<file path="src/rtl/priv_ctl_pkg.sv">
// Shared definitions for the privileged control register file: index map,
// per-index write masks, access classes and the decoded-rule record.
// Assumes a 64-bit data path; indices fit in 5 bits.
package priv_ctl_pkg;

    localparam int DATA_W    = 64;
    localparam int ASN_W     = 7;
    localparam int SIDES     = 2;   // 0 = instruction side, 1 = data side
    localparam int SCRATCH_N = 8;
    localparam int REG_COUNT = 32;

    localparam int IX_BASE      = 8;
    localparam int IX_SYSCTL    = 9;
    localparam int IX_EXC_ADDR  = 10;
    localparam int IX_TRAP_EN   = 11;
    localparam int IX_TRAP_REQ  = 12;
    localparam int IX_MODE_I    = 13;
    localparam int IX_MODE_D    = 14;
    localparam int IX_CACHE_MD  = 15;
    localparam int IX_MISS_MD   = 16;
    localparam int IX_ASN_I     = 17;
    localparam int IX_ASN_D     = 18;
    localparam int IX_PTB_I     = 19;
    localparam int IX_PTB_D     = 20;
    localparam int IX_EXC_SUM   = 21;
    localparam int IX_EXC_MSK   = 22;
    localparam int IX_CYC       = 23;
    localparam int IX_CYC_CTL   = 24;
    localparam int IX_INT_ID    = 25;
    localparam int IX_INV_ALL_I = 26;
    localparam int IX_INV_PRC_I = 27;
    localparam int IX_INV_ONE_I = 28;
    localparam int IX_INV_ALL_D = 29;
    localparam int IX_INV_PRC_D = 30;
    localparam int IX_INV_ONE_D = 31;

    localparam logic [DATA_W-1:0] M_EXC_ADDR = ~64'h2;
    localparam logic [DATA_W-1:0] M_TRAP     = 64'hF;
    localparam logic [DATA_W-1:0] M_MODE     = 64'h18;
    localparam logic [DATA_W-1:0] M_CMODE    = 64'h3F;
    localparam logic [DATA_W-1:0] M_ASN_I    = 64'h7F0;
    localparam logic [DATA_W-1:0] M_ASN_D    = 64'hFE00_0000_0000_0000;
    localparam logic [DATA_W-1:0] M_PTB      = 64'hFFFF_FFFF_C000_0000;

    localparam int ASN_I_LSB = 4;
    localparam int ASN_D_LSB = 57;

    typedef enum logic [1:0] {ACC_NONE, ACC_RW, ACC_RO, ACC_WO} acc_e;

    typedef struct packed {
        acc_e              acc;
        logic [DATA_W-1:0] wmask;
        logic              clr;       // any write stores zero
        logic              set1;      // any write stores one
        logic              cyc;       // read merges live count
        logic [SIDES-1:0]  inv_all;
        logic [SIDES-1:0]  inv_proc;
        logic [SIDES-1:0]  inv_one;
    } dec_t;

endpackage

</file>
<file path="src/rtl/priv_ctl_decode.sv">
// Index decoder: maps a register index to its access class, write mask and
// write side effect. Purely combinational; unknown indices get ACC_NONE.
module priv_ctl_decode
    import priv_ctl_pkg::*;
#(
    parameter int IDX_W = 6
) (
    input  logic [IDX_W-1:0] idx,
    output dec_t             dec
);

    // Rule lookup per index
    always_comb begin
        dec       = '0;
        dec.acc   = ACC_NONE;
        dec.wmask = '1;
        if (idx < IDX_W'(SCRATCH_N)) begin
            dec.acc = ACC_RW;
        end else begin
            case (idx)
                IDX_W'(IX_BASE), IDX_W'(IX_SYSCTL): dec.acc = ACC_RW;
                IDX_W'(IX_EXC_ADDR): begin dec.acc = ACC_RW; dec.wmask = M_EXC_ADDR; end
                IDX_W'(IX_TRAP_EN), IDX_W'(IX_TRAP_REQ):
                    begin dec.acc = ACC_RW; dec.wmask = M_TRAP; end
                IDX_W'(IX_MODE_I), IDX_W'(IX_MODE_D):
                    begin dec.acc = ACC_RW; dec.wmask = M_MODE; end
                IDX_W'(IX_CACHE_MD), IDX_W'(IX_MISS_MD):
                    begin dec.acc = ACC_RW; dec.wmask = M_CMODE; end
                IDX_W'(IX_ASN_I): begin dec.acc = ACC_RW; dec.wmask = M_ASN_I; end
                IDX_W'(IX_ASN_D): begin dec.acc = ACC_RW; dec.wmask = M_ASN_D; end
                IDX_W'(IX_PTB_I), IDX_W'(IX_PTB_D):
                    begin dec.acc = ACC_RW; dec.wmask = M_PTB; end
                IDX_W'(IX_EXC_SUM), IDX_W'(IX_EXC_MSK):
                    begin dec.acc = ACC_RW; dec.clr = 1'b1; end
                IDX_W'(IX_CYC):     begin dec.acc = ACC_RW; dec.cyc = 1'b1; end
                IDX_W'(IX_CYC_CTL): begin dec.acc = ACC_RW; dec.set1 = 1'b1; end
                IDX_W'(IX_INT_ID):  dec.acc = ACC_RO;
                IDX_W'(IX_INV_ALL_I): begin dec.acc = ACC_WO; dec.clr = 1'b1; dec.inv_all  = 2'b01; end
                IDX_W'(IX_INV_PRC_I): begin dec.acc = ACC_WO; dec.clr = 1'b1; dec.inv_proc = 2'b01; end
                IDX_W'(IX_INV_ONE_I): begin dec.acc = ACC_WO; dec.inv_one = 2'b01; end
                IDX_W'(IX_INV_ALL_D): begin dec.acc = ACC_WO; dec.clr = 1'b1; dec.inv_all  = 2'b10; end
                IDX_W'(IX_INV_PRC_D): begin dec.acc = ACC_WO; dec.clr = 1'b1; dec.inv_proc = 2'b10; end
                IDX_W'(IX_INV_ONE_D): begin dec.acc = ACC_WO; dec.inv_one = 2'b10; end
                default: dec.acc = ACC_NONE;
            endcase
        end
    end

endmodule

</file>
<file path="src/rtl/priv_ctl_strobe.sv">
// Flush strobe register for one translation-buffer side. Turns accepted
// invalidate writes into one-cycle pulses aligned with the response.
// Assumes at most one invalidate kind fires per cycle.
module priv_ctl_strobe (
    input  logic clk,
    input  logic rst_n,
    input  logic hit_all,
    input  logic hit_proc,
    input  logic hit_one,
    output logic pulse_all,
    output logic pulse_proc,
    output logic pulse_one
);

    // Register the invalidate hits into pulses
    always_ff @(posedge clk) begin
        if (!rst_n) begin
            pulse_all  <= 1'b0;
            pulse_proc <= 1'b0;
            pulse_one  <= 1'b0;
        end else begin
            pulse_all  <= hit_all;
            pulse_proc <= hit_proc;
            pulse_one  <= hit_one;
        end
    end

    assert_one_kind_R11: assert property (@(posedge clk) disable iff (!rst_n)
        $onehot0({pulse_all, pulse_proc, pulse_one}));

    assert_pulse_from_hit_R11: assert property (@(posedge clk) disable iff (!rst_n)
        pulse_all |-> $past(hit_all));

endmodule

</file>
<file path="src/rtl/priv_ctl_regs.sv">
// Privileged control register file. One indexed access port with one cycle
// of response latency; per-index masking, clear/set side effects, access
// faults, cycle-count merge on read and translation-buffer flush strobes.
// Assumes one access per cycle and IDX_W >= 5.
module priv_ctl_regs
    import priv_ctl_pkg::*;
#(
    parameter int                IDX_W      = 6,
    parameter int                ID_W       = 8,
    parameter logic [DATA_W-1:0] BASE_CONST = 64'h0000_0000_0001_0000
) (
    input  logic              clk,
    input  logic              rst_n,
    input  logic              req_valid,
    input  logic              req_wr,
    input  logic [IDX_W-1:0]  req_idx,
    input  logic [DATA_W-1:0] req_wdata,
    input  logic              squash,
    input  logic [DATA_W-1:0] cyc_count,
    input  logic [ID_W-1:0]   cpu_id,
    output logic              rsp_valid,
    output logic [DATA_W-1:0] rsp_rdata,
    output logic              rsp_fault,
    output logic [SIDES-1:0]  flush_all,
    output logic [SIDES-1:0]  flush_proc,
    output logic [SIDES-1:0]  flush_one,
    output logic [DATA_W-1:0] flush_addr,
    output logic [ASN_W-1:0]  flush_asn
);

    localparam int SEL_W  = $clog2(REG_COUNT);
    localparam int HALF_W = DATA_W / 2;

    dec_t              dec;
    logic [DATA_W-1:0] regs [REG_COUNT];
    logic [SEL_W-1:0]  sel;
    logic              readable, writable;
    logic              wr_ok, wr_bad, rd_bad;
    logic [DATA_W-1:0] wr_val, rd_val;
    logic [SIDES-1:0]  hit_all, hit_proc, hit_one;
    logic [ASN_W-1:0]  asn_i, asn_d;

    priv_ctl_decode #(.IDX_W(IDX_W)) u_dec (.idx(req_idx), .dec(dec));

    // Access-class checks and write gating
    always_comb begin
        sel      = req_idx[SEL_W-1:0];
        readable = (dec.acc == ACC_RW) || (dec.acc == ACC_RO);
        writable = (dec.acc == ACC_RW) || (dec.acc == ACC_WO);
        wr_ok    = req_valid && req_wr && !squash && writable;
        wr_bad   = req_wr && !squash && !writable;
        rd_bad   = !req_wr && !readable;
        hit_all  = wr_ok ? dec.inv_all  : '0;
        hit_proc = wr_ok ? dec.inv_proc : '0;
        hit_one  = wr_ok ? dec.inv_one  : '0;
    end

    // Value stored by an accepted write
    always_comb begin
        if (dec.clr)       wr_val = '0;
        else if (dec.set1) wr_val = DATA_W'(1);
        else               wr_val = req_wdata & dec.wmask;
    end

    // Read value with live cycle-count merge
    always_comb begin
        rd_val = regs[sel];
        if (dec.cyc) rd_val = {regs[sel][DATA_W-1:HALF_W], cyc_count[HALF_W-1:0]};
    end

    assign asn_i = regs[IX_ASN_I][ASN_I_LSB +: ASN_W];
    assign asn_d = regs[IX_ASN_D][ASN_D_LSB +: ASN_W];

    // Register storage with reset values
    always_ff @(posedge clk) begin
        if (!rst_n) begin
            for (int i = 0; i < REG_COUNT; i++) regs[i] <= '0;
            regs[IX_SYSCTL]    <= DATA_W'(6);
            regs[IX_BASE]      <= BASE_CONST;
            regs[SCRATCH_N-1]  <= DATA_W'(cpu_id);
        end else if (wr_ok) begin
            regs[sel] <= wr_val;
        end
    end

    // Response: data and fault one cycle after the request
    always_ff @(posedge clk) begin
        if (!rst_n) begin
            rsp_valid <= 1'b0;
            rsp_rdata <= '0;
            rsp_fault <= 1'b0;
        end else begin
            rsp_valid <= req_valid;
            rsp_fault <= req_valid && (wr_bad || rd_bad);
            rsp_rdata <= (req_valid && !req_wr && readable) ? rd_val : '0;
        end
    end

    // Address and address-space number for single-entry flushes
    always_ff @(posedge clk) begin
        if (!rst_n) begin
            flush_addr <= '0;
            flush_asn  <= '0;
        end else if (|hit_one) begin
            flush_addr <= req_wdata;
            flush_asn  <= hit_one[1] ? asn_d : asn_i;
        end
    end

    for (genvar s = 0; s < SIDES; s++) begin : g_side
        priv_ctl_strobe u_strobe (
            .clk       (clk),
            .rst_n     (rst_n),
            .hit_all   (hit_all[s]),
            .hit_proc  (hit_proc[s]),
            .hit_one   (hit_one[s]),
            .pulse_all (flush_all[s]),
            .pulse_proc(flush_proc[s]),
            .pulse_one (flush_one[s])
        );
    end

    assert_resp_latency_R2: assert property (@(posedge clk) disable iff (!rst_n)
        req_valid |=> rsp_valid);

    assert_no_stray_resp_R2: assert property (@(posedge clk) disable iff (!rst_n)
        !req_valid |=> !rsp_valid);

    assert_fault_zero_data_R10: assert property (@(posedge clk) disable iff (!rst_n)
        rsp_fault |-> (rsp_valid && rsp_rdata == '0));

    assert_squash_quiet_R13: assert property (@(posedge clk) disable iff (!rst_n)
        (req_valid && req_wr && squash) |=>
            (flush_all == '0 && flush_proc == '0 && flush_one == '0 && !rsp_fault));

    assert_cyc_merge_R8: assert property (@(posedge clk) disable iff (!rst_n)
        (req_valid && !req_wr && req_idx == IDX_W'(IX_CYC)) |=>
            rsp_rdata[HALF_W-1:0] == $past(cyc_count[HALF_W-1:0]));

    assert_single_addr_R12: assert property (@(posedge clk) disable iff (!rst_n)
        (|flush_one) |-> flush_addr == $past(req_wdata));

    assert_one_side_R12: assert property (@(posedge clk) disable iff (!rst_n)
        $onehot0(flush_one));

endmodule

</file>
<file path="config.mk">
export PLATFORM = sky130hd
export DESIGN_NAME = priv_ctl_regs
export DESIGN_NICKNAME = d
export VERILOG_FILES = /design/src/rtl/priv_ctl_pkg.sv /design/src/rtl/priv_ctl_decode.sv /design/src/rtl/priv_ctl_strobe.sv /design/src/rtl/priv_ctl_regs.sv
export SDC_FILE = /design/constraint.sdc
export NUM_CORES = 2
export LEC_CHECK = 0
export ABC_AREA = 0
export BUFFER_PORTS_ARGS = -buffer_cell sky130_fd_sc_hd__buf_2
export CORE_ASPECT_RATIO = 0.5
export CORE_MARGIN = 3
export CORE_UTILIZATION = 50
export DETAILED_ROUTE_END_ITERATION = 16
export HOLD_SLACK_MARGIN = 0.08
export PLACE_DENSITY = 0.67
export SLEW_MARGIN = 15
export SYNTH_ARGS = -nofsm -noshare
export SYNTH_HDL_FRONTEND = slang
export SYNTH_SLANG_ARGS = --single-unit
</file>
<file path="constraint.sdc">
create_clock -name clk -period 10.08 [get_ports clk]
set_input_delay 1.512 -clock clk [delete_from_list [all_inputs] [get_ports clk]]
set_output_delay 1.512 -clock clk [all_outputs]
set_load 0.03 [all_outputs]
</file>
* Word-level counts from Yosys, hierarchy flattened
Memory sizes are Yosys's and may differ from the RTL's.
Cells that the tools add are included.
W data, S select, Z words.
** Operators by class
- $lt $le $gt $ge :: 1
- Eq/ne operators :: 27
- Muxes and demuxes :: 25
- Bitwise operators :: 6
- Reductions and logical operators :: 27
** Operator list (count)
- $pmux W64 S7 :: 1
- $mux W64 :: 6
- $eq A6 B5 Y1 const B :: 16
- $mux W73 :: 1
- $and A64 B64 Y64 :: 1
- $reduce_or A64 Y1 :: 1
- $eq A6 B4 Y1 const B :: 8
- $mux W32 :: 1
- $reduce_or A17 Y1 :: 1
- $pmux W2 S2 :: 3
- $reduce_or A6 Y1 :: 2
- $reduce_or A2 Y1 :: 5
- $logic_and A1 B1 Y1 :: 9
- $mux W1 :: 8
- $mux W7 :: 1
- $lt A6 B4 Y1 const B :: 1
- $pmux W2 S3 :: 1
- $mux W5 :: 1
- $eq A2 B2 Y1 const B :: 2
- $logic_not A1 Y1 :: 4
- $mux W2 :: 2
- $logic_or A1 B1 Y1 :: 3
- $or A1 B1 Y1 :: 3
- $reduce_or A3 Y1 :: 1
- other kinds (3) :: 4
** Word-level totals
- Register bits :: 143
- RAM bits :: 2048
- Input port bits :: 147
- Output and inout port bits :: 143
- Logic and storage cells :: 98
- Memories :: 1
** Memories
- regs :: words 32, width 64, read ports 3, clocked after Yosys merged registers in 0, write ports 32, RTL line priv_ctl_regs.sv:35 : logic [DATA_W-1:0] regs [REG_COUNT];

* Longest topological paths before layout
- Depth after elaboration :: 12
- Gate-level depth with buffers :: 10
- Gate-level depth less buffers :: 6

* Hierarchy
From an unflattened synthesis, not the netlist that was laid out.
** Unflattened totals
- Cell total of the unflattened synthesis :: 6661
- Area total of the unflattened synthesis :: 93788.7 um^2
** By module, submodules not included
- priv_ctl_regs :: instances 1, cells each 6532, area an instance 92791.5 um^2, seq. area each 64241.6 um^2
- priv_ctl_decode :: instances 1, cells each 117, area an instance 839.6 um^2, seq. area each 0.0 um^2
- priv_ctl_strobe :: instances 2, cells each 6, area an instance 78.8 um^2, seq. area each 60.1 um^2

* Worst setup path before layout
Ideal clock, no wire load.
- Path type :: in2reg
- From :: input port req_idx[0]
- To :: memory regs[21][0], enable pin
- Setup time :: 0.574 ns
- Arrival time :: 7.202 ns
- Data required time :: 9.506 ns
- Slack :: 2.304 ns
- Stages on the path :: 8
- Path buffers :: 6
- Cells stage by stage :: buf_4 > buf_4 > buf_4 > buf_4 > buf_4 > buf_2 > nand3_1 > o21ai_0
** RTL lines
- start: declaration :: RTL line priv_ctl_regs.sv:16 : input logic [IDX_W-1:0] req_idx,
- end: declaration :: RTL line priv_ctl_regs.sv:35

* Worst setup path after layout
- From :: input port req_idx[1]
- To :: register rsp_rdata[26]
** Between the ends
- Word-level cells in the longest chain between the ends :: 8
- Elaborated cells on any way between the ends :: 38
- Those cells by class :: order compare: 1; eq/ne: 26; mux: 5; reduce/logical: 5; memory: 1
** RTL lines
- $eq A6 B4 Y1 or $eq A6 B5 Y1 (tied branches) :: RTL line priv_ctl_decode.sv:20 : case (idx)
- $reduce_or A17 Y1 (no source line) or $reduce_or A6 Y1 (tied branches)
- $pmux W2 S3 :: RTL line priv_ctl_decode.sv:20
- $mux W2 :: RTL line priv_ctl_decode.sv:17 : if (idx < IDX_W'(SCRATCH_N)) begin
- $eq A2 B1 Y1 or $eq A2 B2 Y1 (tied branches) :: RTL line priv_ctl_regs.sv:48 : readable = (dec.acc == ACC_RW) || (dec.acc == ACC_RO);
- $logic_or A1 B1 Y1 :: RTL line priv_ctl_regs.sv:48
- $logic_and A1 B1 Y1 :: RTL line priv_ctl_regs.sv:95 : rsp_rdata <= (req_valid && !req_wr && readable) ? rd_val : '0;
- $reduce_and A2 Y1 (no source line)
- end signal: assignment :: RTL line priv_ctl_regs.sv:95
- end: declaration :: RTL line priv_ctl_regs.sv:22 : output logic [DATA_W-1:0] rsp_rdata,
Several ways; a longest one is shown, not always the timed one.
A chain may end at the register's enable or synchronous reset.

==> metrics.cfg <==
[floorplan]
std_cell_rows=108
die_area_sq_mm=0.181
fp.dieW_um=599
die_h_um=303
coreArea_sq_mm=0.174
initial_core_util_pct=50.5
num_io_pins=290

[grt]
groute.usage.overall_pct=30.0
overflow=0
grt_pass1_vias=53600
grt_max_degree=128
antenna_found_initial=10
grt_first_pass_wirelength_um=381000

[cts]
cts_setup_buffers=0
cts_root_buf=clkbuf_16
clock_path_buffers=4
clock_sinks=2191
cts_made_buffers=194
clk_pin_slew_ns=0.06
cts_resized=0
cts_tree=built
clk_latency_ns=0.85
h-tree-depth=4
cts_hold_buf=0

[detailed_routing]
drt-vias-per-instance=5.96
route.detailed.drc=0
wl_per_cell_um=30.6
wl_um=271000
num_vias=52800
final_antenna_net_count=0
drtIter0Drc=7534
dr.pass1.iters=6

[layout]
syn_to_final_growth_pct=15.4
final_layout_size_suffix_gt1_share_pct=18.0
final_cells=8852
nNetsFinal=6533
stdcell_area_sq_mm=0.102

[yosys]
synthTopCellsByArea=edfxtp_1 70%, mux4_2 12%, nor2_1 4.1%
syn-cell-area_sq_mm=0.0880
ys_ff_latch=2191
synth_top_area_share_pct=69.9
yosys-top-cells-count=2048 x edfxtp_1, 966 x nor2_1, 454 x mux4_2
seq_area_frac_synth_pct=73.1
synthArstFlopShare_pct=0
synth_cell_types=72
synthCells=5200
synth_area_per_cell_sq_um=16.9
yosys.cell_count.top_type=edfxtp_1
yosysTopAreaCell=edfxtp_1
synth_ff_type=edfxtp_1
ys_warn_count=0
synth_edf_count=2048

[critical_path]
crit_path_end=rsp_rdata[26]$_SDFF_PN0_
critPathMaxStageDelay_ns=0.92
worstSetupPathType=input pin to flop
critPathCaptureType=flop
worstPathArrival_ns=6.64
critPathLaunch=req_idx[1]
required_ns=10.79
worstRegToRegCells=5
crit_fanout=127
critical_path.cell_chain=buf_8 > buf_12 > buf_12 > buf_4 > buf_4 > mux4_2 > a22o_1 > a211oi_1 > a21oi_1 > a22o_1
cp_slowest_cell=buf_4
reg2reg_from=regs[7][22]$_SDFFCE_PN0P_
cp-start-kind=input pin
timing.rr.end=rsp_rdata[22]$_SDFF_PN0_
reg2reg_slack_ns=7.71

[power_and_ir_drop]
ir_drop_uv=139
powerDensity_mw_per_mm2=192
p_leak_uw=0.0361

[sta]
fin_skew_ns=0.0348
setup_tns_ns=0
hold_violations=0
rsz0062_at_grt=no
finalCritPeriodShare_pct=58.8
maxSlewHeadroom_pct=14.0
setup_violations=0
min_period_ns=5.93
slew_viol_final=0
fmax_mhz=169
tightest_slew_ns=1.29

[run]
maxCapViolCount=0

[place]
placed_area_sq_mm=0.0954
dp_cells=8499
io_buffers=257
place_hpwl_um=147000
globalplace.congestion=0.867

[hold_path]
hold_class=flop to flop
hold_depth=2

[run_status]
outcome=finished, final reports clean

==> flip-flops by register name, summed over array words and instances, names as in the netlist <==
register                    cells
g_side.u_strobe.pulse_one       2
rsp_rdata                      64
rsp_valid                       1
g_side.u_strobe.pulse_all       2
flush_asn                       7
flush_addr                     64
regs                         2048
g_side.u_strobe.pulse_proc      2
rsp_fault                       1
==> cells in the final DEF, fill, tap and decap left out, types with 103 or more instances in the layout <==
master / count
a21oi_1: 169
a22oi_1: 103
buf_2: 251
clkbuf_16: 200
conb_1: 1046
dfxtp_1: 143
edfxtp_1: 2048
mux2i_1: 138
mux4_2: 454
nand2_1: 253
nor2_1: 959
==> logic make-up after synthesis <==
kind of cell / share of synthesized area, %
xor gates and xnor gates: 0.0199
buffers and inverters: 2.34
muxes: 13.2
and+or+nand+nor: 7.00
AOI/OAI and AO/OA: 4.26
other: 0.00426
DFF: 73.1
==> power by group <==
part / total [uW] / switching [uW] / internal [uW]
clock network: 7330 / 3300 / 4030
logic: 1450 / 955 / 490
registers: 10700 / 152 / 10500
==> routing by layer <==
layer	wire, um	track usage (%)
met1	98400	39.8
met2	127000	47.9
met4	13900	13.4
met5	49	0.157
met3	31600	6.69
==> worst min path at each step <==
| stage | from | to | slack, ns |
|---|---|---|---|
| 5_1_grt | flush_addr[30]$_SDFFE_PN0P_ | flush_addr[30]$_SDFFE_PN0P_ | 0.47 |
| 3_3_place_gp | flush_addr[40]$_SDFFE_PN0P_ | flush_addr[40]$_SDFFE_PN0P_ | 0.44 |
| 2_1_floorplan | flush_addr[10]$_SDFFE_PN0P_ | flush_addr[10]$_SDFFE_PN0P_ | 0.58 |
| 6_report | flush_addr[57]$_SDFFE_PN0P_ | flush_addr[57]$_SDFFE_PN0P_ | 0.45 |
| 3_5_place_dp | flush_addr[52]$_SDFFE_PN0P_ | flush_addr[52]$_SDFFE_PN0P_ | 0.45 |
| 4_1_cts | flush_addr[52]$_SDFFE_PN0P_ | flush_addr[52]$_SDFFE_PN0P_ | 0.45 |
==> per-stage QoR <==
step	hold WS (ns)	worst slack, ns	utilization [%]	power [uW]
finish	0.455	4.15	58.3	19500
global route	0.472	3.82	58.3	20000
CTS	0.454	4.13	58.3	19500
detailed placement	0.445	3.29	54.8	12300
global placement	0.438	3.34	54.8	12200
floorplan	0.584	2.30	-	11700
==> worst max-delay path: cells and delay by family <==
kind	cells	cell delay, ns
buf+inv	5	3.42
mux	1	0.60
compound gates	4	0.83
==> layout make-up <==
| type | count | area [sq um] |
|---|---|---|
| inverter | 12 | 51.3 |
| multi-input combinational | 3642 | 26100 |
| antenna | 5 | 12.5 |
| sequential | 2191 | 64400 |
| clock buffer | 253 | 5280 |
| clock inverter | 94 | 795 |
| timing repair buffer | 345 | 2050 |
| fill | 13100 | 72600 |
| tap | 2310 | 2890 |
Power figures use the tool's default switching activity.
